**config.mk**
```make
export PLATFORM = sky130hd
export DESIGN_NAME = spi_regport
export DESIGN_NICKNAME = d
export VERILOG_FILES = /design/src/rtl/spi_regport_pkg.sv /design/src/rtl/spi_rp_sync.sv /design/src/rtl/spi_rp_rx.sv /design/src/rtl/spi_rp_tx.sv /design/src/rtl/spi_regport.sv
export SDC_FILE = /design/constraint.sdc
export NUM_CORES = 1
export LEC_CHECK = 0
export CAP_MARGIN = 20
export CORE_MARGIN = 2
export CORE_UTILIZATION = 45
export DETAILED_ROUTE_END_ITERATION = 7
export PLACE_DENSITY = 0.78
export SLEW_MARGIN = 10
export SYNTH_ARGS = -nofsm -noshare
export SYNTH_HDL_FRONTEND = slang
export SYNTH_SLANG_ARGS = --single-unit
```
**constraint.sdc**
```tcl
create_clock -name clk -period 3.9 [get_ports clk]
set_input_delay 0.975 -clock clk [delete_from_list [all_inputs] [get_ports clk]]
set_output_delay 0.975 -clock clk [all_outputs]
set_load 0.03 [all_outputs]
```
**src/rtl/spi_regport_pkg.sv**
```systemverilog
package spi_regport_pkg;
   localparam int unsigned FRAME_BITS_DEF = 32;
   localparam int unsigned ADDR_BITS_DEF  = 5;
   localparam int unsigned DATA_BITS_DEF  = 25;
   localparam int unsigned SYNC_DEPTH_DEF = 2;

   typedef enum logic {
      OP_READ  = 1'b0,
      OP_WRITE = 1'b1
   } rp_op_e;
endpackage

```
**src/rtl/spi_rp_sync.sv**
```systemverilog
module spi_rp_sync #(
   parameter int unsigned W      = 3,
   parameter int unsigned STAGES = 2
) (
   input  logic         clk,
   input  logic         rst_n,
   input  logic [W-1:0] d_in,
   output logic [W-1:0] q_out
);
   if (STAGES < 2) begin : g_bad_depth
      $error("spi_rp_sync: STAGES must be at least 2");
   end

   logic [W-1:0] stg [STAGES];

   always_ff @(posedge clk or negedge rst_n) begin
      if (!rst_n) begin
         for (int s = 0; s < STAGES; s++) stg[s] <= '0;
      end else begin
         stg[0] <= d_in;
         for (int s = 1; s < STAGES; s++) stg[s] <= stg[s-1];
      end
   end

   assign q_out = stg[STAGES-1];
endmodule

```
**src/rtl/spi_rp_rx.sv**
```systemverilog
module spi_rp_rx #(
   parameter int unsigned FRAME_W = 32,
   parameter int unsigned ADDR_W  = 5,
   parameter int unsigned DATA_W  = 25
) (
   input  logic              clk,
   input  logic              rst_n,
   input  logic              cs_on,
   input  logic              sclk_rise,
   input  logic              mosi_b,
   output logic [ADDR_W-1:0] hdr_addr,
   output logic              rd_stb,
   output logic              wr_stb,
   output logic [DATA_W-1:0] wdata
);
   import spi_regport_pkg::*;

   localparam int unsigned HDR_W   = ADDR_W + 1;
   localparam int unsigned CNT_W   = $clog2(FRAME_W + 2);
   localparam logic [CNT_W-1:0] CNT_FULL = CNT_W'(FRAME_W);
   localparam logic [CNT_W-1:0] CNT_SAT  = CNT_W'(FRAME_W + 1);
   localparam logic [CNT_W-1:0] CNT_HDR  = CNT_W'(HDR_W - 1);

   logic [FRAME_W-1:0] rx;
   logic [CNT_W-1:0]   cnt;
   logic               cs_on_q;
   rp_op_e             hdr_op;

   always_ff @(posedge clk or negedge rst_n) begin
      if (!rst_n) begin
         rx       <= '0;
         cnt      <= '0;
         cs_on_q  <= 1'b0;
         hdr_op   <= OP_READ;
         hdr_addr <= '0;
         rd_stb   <= 1'b0;
         wr_stb   <= 1'b0;
         wdata    <= '0;
      end else begin
         rd_stb  <= 1'b0;
         wr_stb  <= 1'b0;
         cs_on_q <= cs_on;
         if (!cs_on) begin
            cnt <= '0;
            if (cs_on_q && cnt == CNT_FULL && hdr_op == OP_WRITE) begin
               wr_stb <= 1'b1;
               wdata  <= rx[DATA_W-1:0];
            end
         end else if (sclk_rise) begin
            rx <= {rx[FRAME_W-2:0], mosi_b};
            if (cnt != CNT_SAT) cnt <= cnt + 1'b1;
            if (cnt == CNT_HDR) begin
               hdr_op   <= rp_op_e'(rx[HDR_W-2]);
               hdr_addr <= {rx[ADDR_W-2:0], mosi_b};
               rd_stb   <= (rp_op_e'(rx[HDR_W-2]) == OP_READ);
            end
         end
      end
   end
endmodule

```
**src/rtl/spi_rp_tx.sv**
```systemverilog
module spi_rp_tx #(
   parameter int unsigned DATA_W = 25
) (
   input  logic              clk,
   input  logic              rst_n,
   input  logic              cs_on,
   input  logic              sclk_fall,
   input  logic              load,
   input  logic [DATA_W-1:0] load_data,
   output logic              miso
);
   localparam int unsigned TX_W = DATA_W + 2;

   logic [TX_W-1:0] tx;

   always_ff @(posedge clk or negedge rst_n) begin
      if (!rst_n)         tx <= '0;
      else if (!cs_on)    tx <= '0;
      else if (load)      tx <= {2'b00, load_data};
      else if (sclk_fall) tx <= {tx[TX_W-2:0], 1'b0};
   end

   assign miso = tx[TX_W-1];
endmodule

```
**src/rtl/spi_regport.sv**
```systemverilog
module spi_regport #(
   parameter int unsigned FRAME_W    = spi_regport_pkg::FRAME_BITS_DEF,
   parameter int unsigned ADDR_W     = spi_regport_pkg::ADDR_BITS_DEF,
   parameter int unsigned DATA_W     = spi_regport_pkg::DATA_BITS_DEF,
   parameter int unsigned SYNC_DEPTH = spi_regport_pkg::SYNC_DEPTH_DEF
) (
   input  logic              clk,
   input  logic              rst_n,
   input  logic              cs_act_high,
   input  logic              spi_cs,
   input  logic              spi_sclk,
   input  logic              spi_mosi,
   output logic              spi_miso,
   output logic              bus_rd,
   output logic              bus_wr,
   output logic [ADDR_W-1:0] bus_addr,
   output logic [DATA_W-1:0] bus_wdata,
   input  logic [DATA_W-1:0] bus_rdata
);
   if (FRAME_W != ADDR_W + DATA_W + 2) begin : g_bad_layout
      $error("spi_regport: FRAME_W must equal op bit + address + pad bit + data");
   end

   logic [2:0] pins_s;
   logic       sclk_q;
   logic       cs_on;
   logic       sclk_rise;
   logic       sclk_fall;

   spi_rp_sync #(.W(3), .STAGES(SYNC_DEPTH)) u_sync (
      .clk   (clk),
      .rst_n (rst_n),
      .d_in  ({spi_cs, spi_mosi, spi_sclk}),
      .q_out (pins_s)
   );

   always_ff @(posedge clk or negedge rst_n) begin
      if (!rst_n) sclk_q <= 1'b0;
      else        sclk_q <= pins_s[0];
   end

   assign cs_on     = (pins_s[2] == cs_act_high);
   assign sclk_rise = pins_s[0] & ~sclk_q;
   assign sclk_fall = ~pins_s[0] & sclk_q;

   spi_rp_rx #(.FRAME_W(FRAME_W), .ADDR_W(ADDR_W), .DATA_W(DATA_W)) u_rx (
      .clk       (clk),
      .rst_n     (rst_n),
      .cs_on     (cs_on),
      .sclk_rise (sclk_rise),
      .mosi_b    (pins_s[1]),
      .hdr_addr  (bus_addr),
      .rd_stb    (bus_rd),
      .wr_stb    (bus_wr),
      .wdata     (bus_wdata)
   );

   spi_rp_tx #(.DATA_W(DATA_W)) u_tx (
      .clk       (clk),
      .rst_n     (rst_n),
      .cs_on     (cs_on),
      .sclk_fall (sclk_fall),
      .load      (bus_rd),
      .load_data (bus_rdata),
      .miso      (spi_miso)
   );
endmodule

```
==> metrics.csv, run 1 <==
metric,value,unit
origin of the critical flop-to-flop path,u_sync.q_out[2],
sequential fraction of the synthesis area,0.597,
Post-Synthesis Cells,287,
clock edge transition at the registers on the reported setup and hold paths,0.08,ns
Critical Path Sink Type,register,
fraction of synthesis flops using an asynchronous set or reset pin,1.00,
worst-case reg-to-reg path depth,5,
ratio of cells with drive above 1 in the final layout,0.237,
net count of the mapped netlist,321,
cell area after technology mapping,0.00415,mm2
clock tree sinks,99,
capturing element of the worst setup path,u_tx.tx[7],
layout overhead on the synthesized area,22.6,%
max_cap viols,0,
Antenna Cells,0,
library cell with the highest instance count after synthesis,sky130_fd_sc_hd__dfrtp_1,
routability congestion estimate,0.726,
wire length of the first global-routing pass,12.0,mm
FMAX,375,MHz
core area,0.00911,mm2
start point of the critical path,cs_act_high,
Worst Clk Skew,0.0110,ns
total non-filler cell area in the finished layout,0.00509,mm2
highest fanout seen on the critical path,29,
maximum vdd drop,243,uV
synthesized area per cell,14.5,um2
slew at the pin closest to its max-slew limit,0.726,ns
number of enable flip-flop cells after synthesis,0,
leading post-synthesis cells by cell area,"sky130_fd_sc_hd__dfrtp_1, sky130_fd_sc_hd__mux2_2, sky130_fd_sc_hd__mux2i_1",
latest clock arrival within the worst-skew pair,0.34,ns
"Cell Area, Placed",0.00489,mm2
CTS Root Buffer Type,sky130_fd_sc_hd__clkbuf_8,
pin count of the biggest net entering global routing,58,
IO buf count,63,
worst rel slew slack,0.516,
H-tree lvl count,3,
half-perimeter wire length after detailed placement,4.68,mm
Yosys Warn Count,0,
initial cell density of the core,0.456,
Worst Hold Margin,0.351,ns
cell taking the most area after synthesis,sky130_fd_sc_hd__dfrtp_1,
main flop type after synthesis,sky130_fd_sc_hd__dfrtp_1,
CTS max path bufs,2,
commonest cells in the netlist,"sky130_fd_sc_hd__dfrtp_1, sky130_fd_sc_hd__mux2_2, sky130_fd_sc_hd__mux2i_1, sky130_fd_sc_hd__nor2_1, sky130_fd_sc_hd__mux2_1",
Std-Cell Rows,35,
type of origin of the critical path,primary input,
# setup viols final,0,
post-place setup slack,0.861,ns
number of global-route vias before repair,2431,
total die area,0.0100,mm2
"Min Clock Period, post-route",2.66,ns
die width,100,um
CTS hold repair buffers,0,
final hold violations,0,
Die Span Y,100,um
initial antenna violation count,0,
register-to-register setup slack,1.99,ns
"Data required, critical path",4.13,ns
number of design rule violations left after detail routing,0,
RSZ-0062 raised after global routing,false,
RR Endpoint,u_tx.tx[7],
arrival time at the worst endpoint,2.89,ns
number of buffers added by the clock tree synthesis step,9,
count of distinct cell types in the synthesized netlist,32,
remaining number of nets flagged by the antenna check after routing,0,
FILL cells,758,
fin crit share,0.683,
aggregate global routing overflow,0,
final worst setup slack,1.24,ns
flip-flop and latch count after synthesis,99,
total negative setup slack,0,ns
result of the run,"complete, no violations",
Post-layout nets,389,
routed vias,2417,
1st-pass router iterations,4,
detail-routed via count per cell,5.15,
starting DRC count in detailed routing,61,
GR Util All Layers,0.152,
worst hold-check path type,register to register,
reported leakage power,2.35,nW
overall routed net length,7.02,mm
average routed wire per standard cell,15.0,um
Resized Gates After CTS,0,
Setup Buffers After CTS,0,
clock tree from TritonCTS,done,
area share of the leading cell type in the synthesized netlist,0.597,
type of the worst setup path,primary input to register,
count of boundary I/O pins,64,
number of max-slew violations in the final report,0,
PD cells,381,mW/mm2
[report_power, final]
group	internal (W)	total, W	switching, W
registers	0.00107	0.00112	0.0000429
logic	0.0000843	0.000156	0.0000717
clock network	0.000354	0.000665	0.000311
[layer usage]
metal / vias to the layer above / share of wire / global-route usage
met2: 62 / 0.44 / 0.216
met4: 0 / 0.011 / 0.0632
li1: 1142 / - / -
met5: - / 0 / 0
met3: 9 / 0.065 / 0.0404
met1: 1204 / 0.49 / 0.222
[sequential cells by signal, indices dropped and copies added, names as in the netlist]
signal	flops
sclk_q	1
u_rx.cnt	6
u_rx.cs_on_q	1
u_rx.hdr_addr	5
u_rx.hdr_op	1
u_rx.rd_stb	1
u_rx.rx	25
u_rx.wdata	25
u_rx.wr_stb	1
u_sync.q_out	3
u_sync.stg	3
u_tx.tx	27
[critical path, stage by stage]
cell and delay [ns]:
sky130_fd_sc_hd__clkdlybuf4s50_1 0.49, sky130_fd_sc_hd__xor2_4 0.25, sky130_fd_sc_hd__buf_4 0.26, sky130_fd_sc_hd__nor3b_4 0.21
sky130_fd_sc_hd__buf_4 0.33, sky130_fd_sc_hd__mux2_2 0.38
[stage by stage]
| stage | power, W | util | std cells |
|---|---|---|---|
| 2_1_floorplan | 0.00121 | - | 287 |
| 3_3_place_gp | 0.00129 | 0.537 | 455 |
| 3_5_place_dp | 0.00130 | 0.537 | 455 |
| 4_1_cts | 0.00196 | 0.559 | 469 |
| 5_1_grt | 0.00203 | 0.559 | 469 |
| 6_report | 0.00194 | 0.559 | 469 |
[worst min-delay path by stage]
stage | startpoint | endpoint | depth (start not counted)
finish | u_sync.stg[3] | u_sync.q_out[0] | 0
global route | u_sync.stg[3] | u_sync.q_out[0] | 0
CTS | u_sync.stg[3] | u_sync.q_out[0] | 0
detailed placement | u_sync.stg[3] | u_sync.q_out[0] | 0
global placement | u_sync.stg[4] | u_sync.q_out[1] | 0
floorplan | u_sync.stg[3] | u_sync.q_out[0] | 0
[cells by family (layout without fill, tap and decap cells)]
family          after synthesis  in the layout  share of synthesized area
flops                        99             99                      0.597
mux                         108            108                      0.285
simple gates                 50             50                     0.0666
fa+ha+maj                     3              3                    0.00905
compound gates               10             10                     0.0148
buf+inv                      16             87                     0.0214
xor+xnor                      1              1                    0.00663
[cell usage in the layout (no fill, tap or decap)]
cell type / n
sky130_fd_sc_hd__dfrtp_1: 99
sky130_fd_sc_hd__clkdlybuf4s50_1: 62
sky130_fd_sc_hd__mux2_2: 61
sky130_fd_sc_hd__mux2i_1: 28
sky130_fd_sc_hd__nor2_1: 24
sky130_fd_sc_hd__mux2_1: 19
sky130_fd_sc_hd__clkbuf_8: 9
sky130_fd_sc_hd__buf_4: 8
sky130_fd_sc_hd__nand2_1: 7
sky130_fd_sc_hd__a21oi_1: 5
sky130_fd_sc_hd__inv_1: 3
sky130_fd_sc_hd__ha_1: 3
sky130_fd_sc_hd__nor3b_1: 2
sky130_fd_sc_hd__and4b_1: 2
sky130_fd_sc_hd__nand2b_1: 2
sky130_fd_sc_hd__nor3_1: 2
sky130_fd_sc_hd__o21ai_0: 2
sky130_fd_sc_hd__or3_1: 2
sky130_fd_sc_hd__clkbuf_1: 2
sky130_fd_sc_hd__bufinv_16: 2
sky130_fd_sc_hd__xor2_4: 1
sky130_fd_sc_hd__and3_1: 1
sky130_fd_sc_hd__nor2_2: 1
sky130_fd_sc_hd__nor2b_1: 1
sky130_fd_sc_hd__nor3b_4: 1
sky130_fd_sc_hd__nand4bb_1: 1
sky130_fd_sc_hd__nor4_4: 1
sky130_fd_sc_hd__nand3_1: 1
sky130_fd_sc_hd__o31ai_1: 1
sky130_fd_sc_hd__or4_1: 1
sky130_fd_sc_hd__a32o_1: 1
sky130_fd_sc_hd__nand3b_1: 1
sky130_fd_sc_hd__a211o_1: 1
sky130_fd_sc_hd__clkinv_2: 1
[layout make-up]
| cell class | count | area, um2 | area share |
|---|---|---|---|
| Clock buffer | 11 | 131 | 0.0258 |
| Sequential cell | 99 | 2480 | 0.487 |
| Tap cell | 111 | 139 | 0.0273 |
| Inverter | 3 | 11.3 | 0.00221 |
| Multi-Input combinational cell | 172 | 1580 | 0.311 |
| Timing Repair Buffer | 70 | 681 | 0.134 |
| Clock inverter | 3 | 65.1 | 0.0128 |
Note: power is estimated with default switching activity, not from simulation.
==> run 2, diff against run 1 <==
- PLACE_DENSITY: 0.78 -> 0.8
- clock period: 3.9 -> 2.2 ns (I/O delays scaled with it)
==> run 2 against run 1 <==
Against the previous run: power grew 77%; critical path depth decreased by 5; die area stayed put; highest routed layer unchanged; critical endpoint is now bus_wdata[4]; flip-flop and latch count is the same; register-to-register slack worse by 1.5 ns; non-clock buffer count grew 5; largest power group unchanged; setup slack worse by 1.0 ns; global-route usage up 0.57 points; hold slack worse by 0.25 ns; critical path type is now register to primary output.
==> metrics.csv, run 2 (synthesis gave the netlist of run 1 again) <==
metric,value,unit,change
CTS max path bufs,2,,unchanged
Antenna Cells,0,,unchanged
ratio of cells with drive above 1 in the final layout,0.260,,was 0.237
final hold violations,0,,unchanged
power spent charging and discharging nets,0.000905,W,was 0.000425 W
Setup Buffers After CTS,0,,unchanged
RR Endpoint,u_rx.wdata[8],,was u_tx.tx[7]
"Cell Area, Placed",0.00499,mm2,was 0.00489 mm2
Std-Cell Rows,35,,unchanged
Clk network pwr share,0.335,,was 0.343
register with the most flip-flops,u_tx.tx,,unchanged
PD cells,660,mW/mm2,was 381 mW/mm2
clock tree sinks,99,,unchanged
FILL cells,743,,was 758
highest fanout seen on the critical path,2,,was 29
"commonest cells after routing, fill and taps aside","sky130_fd_sc_hd__dfrtp_1, sky130_fd_sc_hd__mux2_2, sky130_fd_sc_hd__clkdlybuf4s50_1",,"was sky130_fd_sc_hd__dfrtp_1, sky130_fd_sc_hd__clkdlybuf4s50_1, sky130_fd_sc_hd__mux2_2"
FMAX,499,MHz,
worst-case reg-to-reg path depth,4,,was 5
die width,100,um,unchanged
list of cells traversed by the critical path,clkdlybuf4s50_1,,"was clkdlybuf4s50_1, xor2_4, buf_4, nor3b_4, buf_4, mux2_2"
H-tree lvl count,3,,unchanged
1st-pass router iterations,4,,unchanged
half-perimeter wire length after detailed placement,4.83,mm,was 4.68 mm
fin crit share,0.912,,
clock edge transition at the registers on the reported setup and hold paths,0.10,ns,was 0.08 ns
origin of the critical flop-to-flop path,u_rx.cnt[5],,was u_sync.q_out[2]
Post-layout nets,394,,was 389
remaining number of nets flagged by the antenna check after routing,0,,unchanged
slew at the pin closest to its max-slew limit,0.417,ns,was 0.726 ns
Worst Clk Skew,0.0116,ns,was 0.0110 ns
arrival time at the worst endpoint,1.46,ns,was 2.89 ns
final worst setup slack,0.195,ns,was 1.24 ns
latest clock arrival within the worst-skew pair,0.38,ns,was 0.34 ns
CTS hold repair buffers,0,,unchanged
number of flip-flops under the largest register name,27,,unchanged
average routed wire per standard cell,15.0,um,about the same
total non-filler cell area in the finished layout,0.00519,mm2,was 0.00509 mm2
max_cap viols,0,,unchanged
Net Sw Frac,0.264,,was 0.219
number of buffers added by the clock tree synthesis step,9,,unchanged
RSZ-0062 raised after global routing,false,,unchanged
wire length of the first global-routing pass,12.4,mm,was 12.0 mm
count of boundary I/O pins,64,,unchanged
IO buf count,63,,unchanged
core area,0.00911,mm2,unchanged
worst hold-check path type,primary input to async pin,,was register to register
Placed Instances,460,,was 455
# setup viols final,0,,unchanged
final instance count without filler cells,476,,was 469
met3 routed WL,496,um,was 454 um
Critical Path Sink Type,primary output,,was register
"Data required, critical path",1.65,ns,was 4.13 ns
GR Util All Layers,0.158,,was 0.152
aggregate global routing overflow,0,,unchanged
total chip power,0.00343,W,was 0.00194 W
post-place setup slack,-0.203,ns,was 0.861 ns
CP max stage delay,0.69,ns,was 0.49 ns
type of the worst setup path,register to primary output,,was primary input to register
Worst path top cell family by delay,buffers and inverters,,unchanged
number of design rule violations left after detail routing,0,,unchanged
"commonest non-fill, non-tap cell in the layout",sky130_fd_sc_hd__dfrtp_1,,unchanged
top layer reached by signal wires,met4,,unchanged
number of buffer and inverter instances along the worst setup path,1,,was 3
met1 WL,3.29,mm,was 3.43 mm
number of global-route vias before repair,2551,,was 2431
worst rel slew slack,0.722,,was 0.516
portion of total power attributed to combinational logic,0.087,,was 0.080
layout overhead on the synthesized area,25.1,%,was 22.6%
initial antenna violation count,0,,unchanged
cell with the largest stage delay on the worst path,sky130_fd_sc_hd__clkdlybuf4s50_1,,unchanged
detail-routed via count per cell,5.15,,about the same
maximum vdd drop,339,uV,was 243 uV
CTS Root Buffer Type,sky130_fd_sc_hd__clkbuf_8,,unchanged
Met2 Wirelength,3.24,mm,was 3.06 mm
routed vias,2453,,was 2417
number of max-slew violations in the final report,0,,unchanged
registers with the most flip-flops,"u_tx.tx (27), u_rx.rx (25), u_rx.wdata (25)",,unchanged
Die Span Y,100,um,unchanged
overall routed net length,7.14,mm,was 7.02 mm
reported leakage power,2.40,nW,was 2.35 nW
initial cell density of the core,0.456,,unchanged
clock tree from TritonCTS,done,,unchanged
type of origin of the critical path,register,,was primary input
Resized Gates After CTS,0,,unchanged
routability congestion estimate,0.786,,was 0.726
"Min Clock Period, post-route",2.01,ns,
starting DRC count in detailed routing,82,,was 61
pin count of the biggest net entering global routing,45,,was 58
total die area,0.0100,mm2,unchanged
total internal power,0.00252,W,was 0.00151 W
register-to-register setup slack,0.47,ns,was 1.99 ns
Sequential Power Share,0.578,,was 0.576
result of the run,"complete, no violations",,unchanged
[run 2: cell types whose count changed in the layout (fill, tap and decap cells not counted)]
cell,before,now
sky130_fd_sc_hd__buf_12,0,5
sky130_fd_sc_hd__inv_6,0,3
sky130_fd_sc_hd__bufinv_16,2,0
sky130_fd_sc_hd__clkbuf_1,2,0
sky130_fd_sc_hd__clkinv_8,0,2
sky130_fd_sc_hd__buf_4,8,9
sky130_fd_sc_hd__clkdlybuf4s50_1,62,61
sky130_fd_sc_hd__clkinv_2,1,0
sky130_fd_sc_hd__clkinv_4,0,1
sky130_fd_sc_hd__inv_8,0,1
[run 2: per-stage QoR]
stage,utilization,setup TNS [ns],hold WS [ns]
after floorplan,-,0,0.254
after global placement,0.548,-4.80,0.333
after detailed placement,0.548,-6.23,0.336
after CTS,0.570,0,0.0991
after global routing,0.570,0,0.115
final,0.570,0,0.104
[run 2: power groups by stage]
stage	logic (W)	clock network (W)	registers, W
after floorplan	0.000160	0	0.00199
after global placement	0.000295	0	0.00201
after detailed placement	0.000303	0	0.00202
after CTS	0.000305	0.00120	0.00198
after global routing	0.000327	0.00127	0.00200
final	0.000299	0.00115	0.00198
[run 2: final cells by class]
| type | count | area [um2] | area share |
|---|---|---|---|
| sequential | 99 | 2480 | 0.477 |
| multi-input combinational | 172 | 1580 | 0.305 |
| timing repair buffer | 75 | 778 | 0.150 |
| tap | 111 | 139 | 0.0267 |
| clock buffer | 9 | 124 | 0.0239 |
| clock inverter | 7 | 78.8 | 0.0152 |
| inverter | 3 | 11.3 | 0.00217 |
[run 2: how the worst max path moves through the flow]
| stage | from | to | slack [ns] | cells past startpoint |
|---|---|---|---|---|
| floorplan | cs_act_high | u_tx.tx[10] | 0.42 | 4 |
| global placement | cs_act_high | u_rx.wdata[4] | -0.17 | 5 |
| detailed placement | cs_act_high | u_rx.wdata[8] | -0.20 | 5 |
| CTS | u_rx.wdata[4] | bus_wdata[4] | 0.19 | 1 |
| global route | u_rx.wdata[4] | bus_wdata[4] | 0.13 | 1 |
| finish | u_rx.wdata[4] | bus_wdata[4] | 0.19 | 1 |
[run 2: per-layer routing]
layer / vias up / GRT usage
met5: - / 0
met4: 0 / 0.0632
met3: 10 / 0.0501
met2: 66 / 0.234
met1: 1218 / 0.216
li1: 1159 / -
==> run 3, diff against run 2 <==
- CORE_MARGIN: 2 -> 3
- CORE_UTILIZATION: 45 -> 25
- PLACE_DENSITY: 0.8 -> 0.54
==> run 3 against run 2 <==
Against the previous run: hold slack gained 0.013 ns; register-to-register slack worse by 0.04 ns; clock power increased by 51%; flip-flop and latch count stayed put; final cell count is 22% higher; routed wire length up 10%; count of clock-buffer cells in the layout rose by 1; critical path depth rose by 5.
==> metrics.csv, run 3 (synthesis gave the netlist of run 1 again) <==
metric,value,unit,change
# setup viols final,0,,unchanged
slew at the pin closest to its max-slew limit,0.481,ns,was 0.417 ns
total negative setup slack,0,ns,unchanged
Die Span Y,135,um,was 100 um
total die area,0.0182,mm2,was 0.0100 mm2
aggregate global routing overflow,0,,unchanged
ratio of cells with drive above 1 in the final layout,0.258,,was 0.260
"Cell Area, Placed",0.00513,mm2,was 0.00499 mm2
Critical Path Sink Type,register,,was primary output
Placed Instances,564,,was 460
routed vias,2437,,was 2453
FMAX,498,MHz,was 499 MHz
Post-layout nets,393,,was 394
number of design rule violations left after detail routing,0,,unchanged
worst-case reg-to-reg path depth,4,,unchanged
GR Util All Layers,0.0943,,was 0.158
average routed wire per standard cell,13.5,um,was 15.0 um
"Min Clock Period, post-route",2.01,ns,about the same
wire length of the first global-routing pass,13.3,mm,was 12.4 mm
routability congestion estimate,0.724,,was 0.786
CTS max path bufs,2,,unchanged
CTS Root Buffer Type,sky130_fd_sc_hd__clkbuf_16,,was sky130_fd_sc_hd__clkbuf_8
CTS hold repair buffers,0,,unchanged
die width,135,um,was 100 um
fraction of met3 tracks used by global routing,0.0354,,was 0.0501
number of buffers added by the clock tree synthesis step,9,,unchanged
half-perimeter wire length after detailed placement,5.19,mm,was 4.83 mm
register with the most flip-flops,u_tx.tx,,unchanged
register-to-register setup slack,0.43,ns,was 0.47 ns
pin count of the biggest net entering global routing,39,,was 45
origin of the critical flop-to-flop path,u_rx.cnt[2],,was u_rx.cnt[5]
final worst setup slack,0.192,ns,was 0.195 ns
number of global-route vias before repair,2625,,was 2551
"Data required, critical path",2.42,ns,was 1.65 ns
result of the run,"complete, no violations",,unchanged
initial cell density of the core,0.258,,was 0.456
total non-filler cell area in the finished layout,0.00546,mm2,was 0.00519 mm2
busiest layer in global routing,met2,,unchanged
arrival time at the worst endpoint,2.23,ns,was 1.46 ns
Worst Clk Skew,0.00640,ns,was 0.0116 ns
clock edge transition at the registers on the reported setup and hold paths,0.07,ns,was 0.10 ns
reported leakage power,2.46,nW,was 2.40 nW
layout overhead on the synthesized area,31.6,%,was 25.1%
"commonest non-fill, non-tap cell in the layout",sky130_fd_sc_hd__dfrtp_1,,unchanged
met2 track utilization from global routing,0.138,,was 0.234
max_cap viols,0,,unchanged
highest fanout seen on the critical path,24,,was 2
maximum vdd drop,325,uV,was 339 uV
worst rel slew slack,0.680,,was 0.722
IO buf count,63,,unchanged
1st-pass router iterations,5,,was 4
worst hold-check path type,primary input to async pin,,unchanged
post-place setup slack,-0.168,ns,was -0.203 ns
latest clock arrival within the worst-skew pair,0.34,ns,was 0.38 ns
"commonest cells after routing, fill and taps aside","sky130_fd_sc_hd__dfrtp_1, sky130_fd_sc_hd__mux2_2, sky130_fd_sc_hd__clkdlybuf4s50_1",,unchanged
overall routed net length,7.86,mm,was 7.14 mm
met1 Resource Use GR,0.123,,was 0.216
fin crit share,0.913,,was 0.912
RSZ-0062 raised after global routing,false,,unchanged
clock tree from TritonCTS,done,,unchanged
count of boundary I/O pins,64,,unchanged
starting DRC count in detailed routing,107,,was 82
final hold violations,0,,unchanged
detail-routed via count per cell,4.20,,was 5.15
initial antenna violation count,0,,unchanged
PD cells,738,mW/mm2,was 660 mW/mm2
RR Endpoint,u_rx.wdata[0],,was u_rx.wdata[8]
core area,0.0161,mm2,was 0.00911 mm2
remaining number of nets flagged by the antenna check after routing,0,,unchanged
type of the worst setup path,primary input to register,,was register to primary output
Worst Hold Margin,0.117,ns,was 0.104 ns
number of flip-flops under the largest register name,27,,unchanged
final instance count without filler cells,580,,was 476
Std-Cell Rows,46,,was 35
Antenna Cells,0,,unchanged
clock tree sinks,99,,unchanged
Resized Gates After CTS,0,,unchanged
H-tree lvl count,3,,unchanged
registers with the most flip-flops,"u_tx.tx (27), u_rx.rx (25), u_rx.wdata (25)",,unchanged
type of origin of the critical path,primary input,,was register
number of max-slew violations in the final report,0,,unchanged
Setup Buffers After CTS,0,,unchanged
-- run 3: cell count changes in the layout (fill, tap and decap cells not counted), sizes merged --
cell / delta
buf: -1
bufinv: +2
clkbuf: +1
clkinv: -1
inv: -2
-- run 3: worst max-delay path by stage --
stage,start,endpoint
floorplan,cs_act_high,u_tx.tx[10]
global placement,cs_act_high,u_rx.hdr_addr[2]
detailed placement,cs_act_high,u_tx.tx[9]
CTS,u_rx.wdata[21],bus_wdata[21]
global route,cs_act_high,u_tx.tx[0]
finish,cs_act_high,u_tx.tx[8]
-- run 3: critical path: stages --
cell and delay (ns):
sky130_fd_sc_hd__clkdlybuf4s50_1 0.50, sky130_fd_sc_hd__xor2_4 0.22, sky130_fd_sc_hd__buf_4 0.15, sky130_fd_sc_hd__nor3b_4 0.23, sky130_fd_sc_hd__buf_12 0.21, sky130_fd_sc_hd__mux2_2 0.35
-- run 3: layer usage --
metal / vias up / wire (um)
met3: 14 / 588
met1: 1198 / 3730
met2: 71 / 3370
li1: 1154 / -
met5: - / 0
met4: 0 / 173
-- run 3: power by group --
part / internal (W) / total, W / leakage, nW / switching [W]
Combinational: 0.000168 / 0.000298 / 0.947 / 0.000130
Sequential: 0.00191 / 0.00199 / 1.35 / 0.0000801
Clock: 0.00104 / 0.00174 / 0.164 / 0.000704
-- run 3: stage by stage --
step / util / total power, W
after floorplan: - / 0.00215
after global placement: 0.319 / 0.00232
after detailed placement: 0.319 / 0.00233
after CTS: 0.340 / 0.00411
after global routing: 0.340 / 0.00423
final: 0.340 / 0.00403
-- run 3: cell type report --
class,instances,area (um2)
repair buffers,74,783
inverters,3,11.3
clock buffers,10,239
flip-flops and latches,99,2480
multi-input cells,172,1580
well taps,216,270
fillers,1551,10600
clock inverters,6,95.1
